[config.mk]
export PLATFORM = sky130hd
export DESIGN_NAME = zone_perm_check
export DESIGN_NICKNAME = d
export VERILOG_FILES = /design/src/rtl/zpc_pkg.sv /design/src/rtl/zpc_zone_sel.sv /design/src/rtl/zpc_policy.sv /design/src/rtl/zpc_decide.sv /design/src/rtl/zone_perm_check.sv
export SDC_FILE = /design/constraint.sdc
export NUM_CORES = 1
export LEC_CHECK = 0
export ABC_AREA = 1
export BUFFER_PORTS_ARGS = -buffer_cell sky130_fd_sc_hd__buf_4
export CORE_MARGIN = 3
export CORE_UTILIZATION = 44
export CTS_CLUSTER_DIAMETER = 60
export CTS_CLUSTER_SIZE = 8
export DETAILED_ROUTE_END_ITERATION = 7
export PLACE_DENSITY = 0.93
export SYNTH_ARGS = -nofsm -noshare
export SYNTH_HDL_FRONTEND = slang
export SYNTH_HIERARCHICAL = 1
export SYNTH_SLANG_ARGS = --single-unit
[constraint.sdc]
create_clock -name clk -period 3.1 [get_ports clk]
set_input_delay 0.155 -clock clk [delete_from_list [all_inputs] [get_ports clk]]
set_output_delay 0.155 -clock clk [all_outputs]
set_load 0.05 [all_outputs]
[src/rtl/zpc_pkg.sv]
package zpc_pkg;

    typedef enum logic [1:0] {
        ACC_FETCH = 2'd0,
        ACC_LOAD  = 2'd1,
        ACC_STORE = 2'd2,
        ACC_ALT   = 2'd3
    } acc_e;

    typedef enum logic [1:0] {
        ZM_DENY  = 2'd0,
        ZM_ENTRY = 2'd1,
        ZM_FULL  = 2'd2
    } zmode_e;

    localparam logic [1:0] FLT_NONE  = 2'd0;
    localparam logic [1:0] FLT_NOENT = 2'd1;
    localparam logic [1:0] FLT_PROT  = 2'd2;
    localparam logic [1:0] FLT_EXEC  = 2'd3;

    typedef struct packed {
        logic       grant;
        logic       rd;
        logic       wr;
        logic [1:0] fault;
    } verdict_t;

endpackage

[src/rtl/zpc_zone_sel.sv]
module zpc_zone_sel #(
    parameter int ZONES = 16,
    parameter int FW    = 2,
    localparam int ZW   = $clog2(ZONES),
    localparam int RW   = ZONES * FW
) (
    input  logic [RW-1:0] zone_reg,
    input  logic [ZW-1:0] zsel,
    output logic [FW-1:0] zcode
);
    logic [FW-1:0] fields [ZONES];

    // zone 0 sits at the most significant end of the register
    for (genvar z = 0; z < ZONES; z++) begin : g_field
        assign fields[z] = zone_reg[RW-1-z*FW -: FW];
    end

    assign zcode = fields[zsel];
endmodule

[src/rtl/zpc_policy.sv]
module zpc_policy
    import zpc_pkg::*;
(
    input  logic [1:0] zcode,
    input  logic       user,
    output zmode_e     mode
);
    always_comb begin
        unique case (zcode)
            2'd0:    mode = user ? ZM_DENY  : ZM_ENTRY;
            2'd1:    mode = ZM_ENTRY;
            2'd2:    mode = user ? ZM_ENTRY : ZM_FULL;
            default: mode = ZM_FULL;
        endcase
    end
endmodule

[src/rtl/zpc_decide.sv]
module zpc_decide
    import zpc_pkg::*;
(
    input  logic     valid,
    input  zmode_e   mode,
    input  acc_e     acc,
    input  logic     ex_ok,
    input  logic     wr_ok,
    output verdict_t v
);
    always_comb begin
        v = '0;
        if (!valid) begin
            v.fault = FLT_NOENT;
        end else begin
            unique case (mode)
                ZM_FULL: begin
                    v.grant = 1'b1;
                    v.rd    = 1'b1;
                    v.wr    = 1'b1;
                end
                ZM_DENY: begin
                    v.fault = FLT_PROT;
                end
                default: begin
                    if (acc == ACC_FETCH) begin
                        if (ex_ok) begin
                            v.grant = 1'b1;
                            v.rd    = 1'b1;
                            v.wr    = wr_ok;
                        end else begin
                            v.fault = FLT_EXEC;
                        end
                    end else begin
                        v.rd = 1'b1;
                        v.wr = wr_ok;
                        if (acc == ACC_STORE && !wr_ok) begin
                            v.fault = FLT_PROT;
                        end else begin
                            v.grant = 1'b1;
                        end
                    end
                end
            endcase
        end
    end
endmodule

[src/rtl/zone_perm_check.sv]
module zone_perm_check
    import zpc_pkg::*;
#(
    parameter int ZONES    = 16,
    parameter int FW       = 2,
    parameter int ATTR_W   = 8,
    parameter int ZSEL_LSB = 4,
    localparam int ZW      = $clog2(ZONES),
    localparam int RW      = ZONES * FW
) (
    input  logic              clk,
    input  logic              rst,
    input  logic              chk_req,
    input  logic              ent_valid,
    input  logic [ATTR_W-1:0] ent_attr,
    input  logic              ent_exec,
    input  logic              ent_write,
    input  logic [RW-1:0]     zone_reg,
    input  logic              user_mode,
    input  logic [1:0]        acc_kind,
    output logic              chk_done,
    output logic              acc_grant,
    output logic              grant_rd,
    output logic              grant_wr,
    output logic [1:0]        fault_code
);
    logic [FW-1:0] zcode;
    zmode_e        mode;
    verdict_t      nxt;
    verdict_t      held;

    zpc_zone_sel #(.ZONES(ZONES), .FW(FW)) i_sel (
        .zone_reg (zone_reg),
        .zsel     (ent_attr[ZSEL_LSB +: ZW]),
        .zcode    (zcode)
    );

    zpc_policy i_pol (
        .zcode (zcode[1:0]),
        .user  (user_mode),
        .mode  (mode)
    );

    zpc_decide i_dec (
        .valid (ent_valid),
        .mode  (mode),
        .acc   (acc_e'(acc_kind)),
        .ex_ok (ent_exec),
        .wr_ok (ent_write),
        .v     (nxt)
    );

    // register process
    always_ff @(posedge clk) begin
        if (rst) begin
            chk_done <= 1'b0;
            held     <= '0;
        end else begin
            chk_done <= chk_req;
            if (chk_req) held <= nxt;
        end
    end

    // output process
    always_comb begin
        acc_grant  = held.grant;
        grant_rd   = held.rd;
        grant_wr   = held.wr;
        fault_code = held.fault;
    end
endmodule

---- Word-level counts from Yosys, hierarchy flattened ----
Index checks and enable logic that the tools add are counted.
storage, ports and cells
  logic and storage cells ................. 31
  bits of input ports ..................... 49
  bits in registers ....................... 6
  output and inout bits ................... 6
operators by class
  reductions and logical operators ........ 5
  muxes and demuxes ....................... 15
  bitwise logic cells ..................... 1
  equality and inequality tests ........... 4
  order comparisons ....................... 1
operators by type and width
  operator              number
  $mux W2               6
  $bmux W2 S4           1
  $eq A2 B2 Y1 const B  3
  $logic_not A2 Y1      3
  $mux W3               2
  $pmux W2 S3           1
  $pmux W3 S2           1
  $ge A5 B5 Y1 const B  1
  $mux W5               1
  $not A4 Y5            1
  $pmux W2 S2           1
  $eq A2 B1 Y1 const B  1
  $mux W1               2
  $logic_and A1 B1 Y1   1
  $logic_not A1 Y1      1

---- Longest topological paths before layout ----
  depth after elaboration ................. 9
  gate-level depth with buffers ........... 21
  gate-level depth less buffers ........... 20

---- Modules after synthesis ----
Netlist, hierarchy kept.
modules (own cells, without submodules)
  module           sequential area each (um^2)  times used  cells each  area each (um^2)
  zpc_zone_sel     0.0                          1           98          420.4
  zone_perm_check  120.1                        1           35          249.0
  zpc_decide       0.0                          1           23          100.1
  zpc_policy       0.0                          1           9           37.5

---- Worst setup path after synthesis ----
Ideal clock, no wire load.
  path kind ............................... input to register
  start ................................... input port ent_attr[4]
  end ..................................... register held, in the netlist grant_wr
  stages .................................. 19
  data required time ...................... 3.038 ns
  path slack .............................. 1.467 ns
  arrival ................................. 1.570 ns
  cells stage by stage .................... buf_6 buf_4 nand2_1 nand3_1 nand3_1 nand3_1 nand2_1 inv_1 nand3_1 nand3_1 inv_1 nand2_1 nand2_1 inv_1 nor3_1 inv_1 nand2_2 nand2_1 nor2_2
RTL lines
  element               line                   text
  from (decl)           zone_perm_check.sv:15  input logic [ATTR_W-1:0] ent_attr,
  to (signal assigned)  zone_perm_check.sv:60  if (chk_req) held <= nxt;
  to (decl)             zone_perm_check.sv:30  verdict_t held;

==> impl_metrics.toml <==
[outcome]
status = "finished clean"

[min_path]
worstHoldPathCells = 2
hold_class = "in2reg"
hold_path_startpoint = "rst"
whs_endpoint = "chk_done"

[detailed_routing]
routed-via-count = 1052
wl_met2_microns = 1166
drc = 0
ant_nets = 0
drt_pre_antenna_iters = 4
top_layer = "met4"
wl_per_cell_microns = 9.295
first_iter_violations = 19
viasPerCell = 4.439
wl_met1_microns = 818
wl_met3_microns = 193
routed_wl_microns = 2203

[worst_setup_path]
cp-start-kind = "primary input"
crit_path_end_kind = "flop"
crit_fanout = 17
path_cells = "buf_4, inv_4, nand2_1, nand2_1, nand2_1, nand3_1, nand3_1, nand2_1, inv_1, nand2_1, nand3_1, inv_1, nand2_1, nand2_1, inv_1, nor3_1, inv_1, nand2_2, nand2_1, nor2_2"
worstReg2RegStart = "grant_wr"
rr_endpoint = "grant_wr"
crit_path_frequent_cell = "nand2_1"
worstPathArrival_ns = 1.85
cp_num_buf_inv = 6
reg2reg_slack_ns = 2.51
reg2reg_depth = 2
worst_path_largest_cell_delay_ns = 0.18
critPathTopFamily = "simple AND/OR/NAND/NOR gates"
crit_required_ns = 3.29
path_class = "in2reg"
worst_path_max_delay_cell = "buf_4"

[logic_synthesis]
yosys_most_used_dff = "dfxtp_1"
synth_seq_area_share_pct = 14.88
synth_edf_count = 0
yosys_register_bits = 6
syn_nets = 214
syn_inst = 165
synth.top_cell.area_share_pct = 26.51
synth.most_common_cell = "nand2_1"
syn_area_per_cell_sq_um = 4.891
synthTopCellsByArea = "nand2_1 (27%), inv_1 (20%), nand3_1 (17%)"
synth_cell_types = 15
ys_warn_count = 6
synth_top_area_cell = "nand2_1"
synth-async-reset-ratio_pct = 0
synthesis.area_sq_um = 807.0
synthTopCellsByCount = "nand2_1 (57), inv_1 (42), nand3_1 (28)"

[power]
vdd_drop_max_uv = 137.3
leakage_nw = 0.7795
power_density_mw_per_mm2 = 276.4
p_total_mw = 0.3286

[run]
maxCapViolCount = 0

[placed_design]
dpl_cell_area_sq_mm = 0.001166
gp_congestion = 0.8708
hpwlAfterDp_microns = 1869
dp.cells = 234
portBuffers = 50

[clock_network]
cts_tree = "done"
clk_path_buf_depth = 2
htreeDepth = 1
hold_buffers = 0
clk_pin_slew_ns = 0.04
postCtsSetupBuffers = 0
cts_inserted_buffers = 3
cts-root-buf = "clkbuf_4"
clk_latency_ns = 0.25
clock_sinks = 6
cts-resized-gates = 0

[layout]
antenna_cells = 0
fin_cells = 237
utilization_pct = 73.76
nets = 264
syn_to_final_growth_pct = 47.29
drive_above_1_share_pct = 29.58
final_area_sq_mm = 0.001189
fillCellCount = 156

[timing]
finalClockSkew_ns = 0
fmax_mhz = 600.2
tns_ns = 0
fin_crit_sh_pct = 53.74
finalCriticalPeriod_ns = 1.666
slew_headroom_pct = 88.01
setup_viol = 0
worstMarginPinSlew_ns = 0.1785
finalHoldViolCount = 0
maxSlewViolCount = 0
rsz0062_at_grt = "no"

[floorplan]
core_sq_mm = 0.001612
initial_utilization_pct = 50.08
ios = 55
die_x_microns = 48.83
die_area_sq_mm = 0.002384
dieHeight_microns = 48.83
rows = 14

[global_route]
grt_pass1_wl_microns = 3746
antenna_found_initial = 0
track_usage_pct = 19.12
grt_pass1_vias = 984
grt_overflow = 0
grt_start_max_net_pins = 18
## metal layers
metal | global-route usage (%) | vias to the layer above
li1 | - | 574
met4 | 6.635 | 0
met1 | 20.85 | 429
met5 | 0 | -
met2 | 35.97 | 46
met3 | 3.976 | 3
## kinds of logic after synthesis
family,after synthesis,share of synthesized area [%]
compound gates,1,0.6196
flops,6,14.88
simple gates,109,57.98
buf+inv,49,26.51
## report_power, final
group | leakage [nW] | switching (mW) | internal, mW
clock network | 0.0138 | 0.0298 | 0.0439
logic | 0.716 | 0.0913 | 0.0777
registers | 0.0498 | 0.00276 | 0.0831
total | 0.780 | 0.124 | 0.205
## flip-flops by register name, summed over array words and instances (netlist names)
| name | cells |
|---|---|
| grant_rd | 1 |
| acc_grant | 1 |
| chk_done | 1 |
| grant_wr | 1 |
| fault_code | 2 |
## stage by stage
stage | worst slack [ns] | hold slack, ns
global placement | 1.288 | 0.3204
global route | 1.136 | 0.07625
detailed placement | 1.186 | 0.3321
floorplan | 1.468 | 0.2263
finish | 1.434 | 0.07955
CTS | 1.423 | 0.08506
## worst max path at each step
stage,start,end,slack [ns],cells after the start
2_1_floorplan,ent_attr[4],grant_wr,1.47,19
3_3_place_gp,ent_attr[4],grant_wr,1.29,20
3_5_place_dp,ent_attr[4],grant_wr,1.19,20
4_1_cts,ent_attr[4],grant_wr,1.42,20
5_1_grt,ent_attr[4],fault_code[1],1.14,20
6_report,ent_attr[4],grant_wr,1.43,20
## cell type report
class	instances	area, sq um	area share [%]
Tap cell	24	30.03	2.526
Sequential cell	6	120.1	10.11
Multi-Input combinational cell	110	473.0	39.79
Inverter	44	167.7	14.11
Timing Repair Buffer	50	375.4	31.58
Clock buffer	3	22.52	1.895
## cells in the final DEF (no fill, tap or decap)
cell type,Yosys,final
nand2_1,57,57
buf_4,1,50
inv_1,42,42
nand3_1,28,28
nor2_1,15,15
dfxtp_1,6,6
nor2_2,5,5
clkbuf_4,0,3
nand2_2,2,2
or2_4,1,1
nor3_1,1,1
a21oi_1,1,1
inv_4,1,1
inv_2,1,1
(Power assumes the default switching activity.)
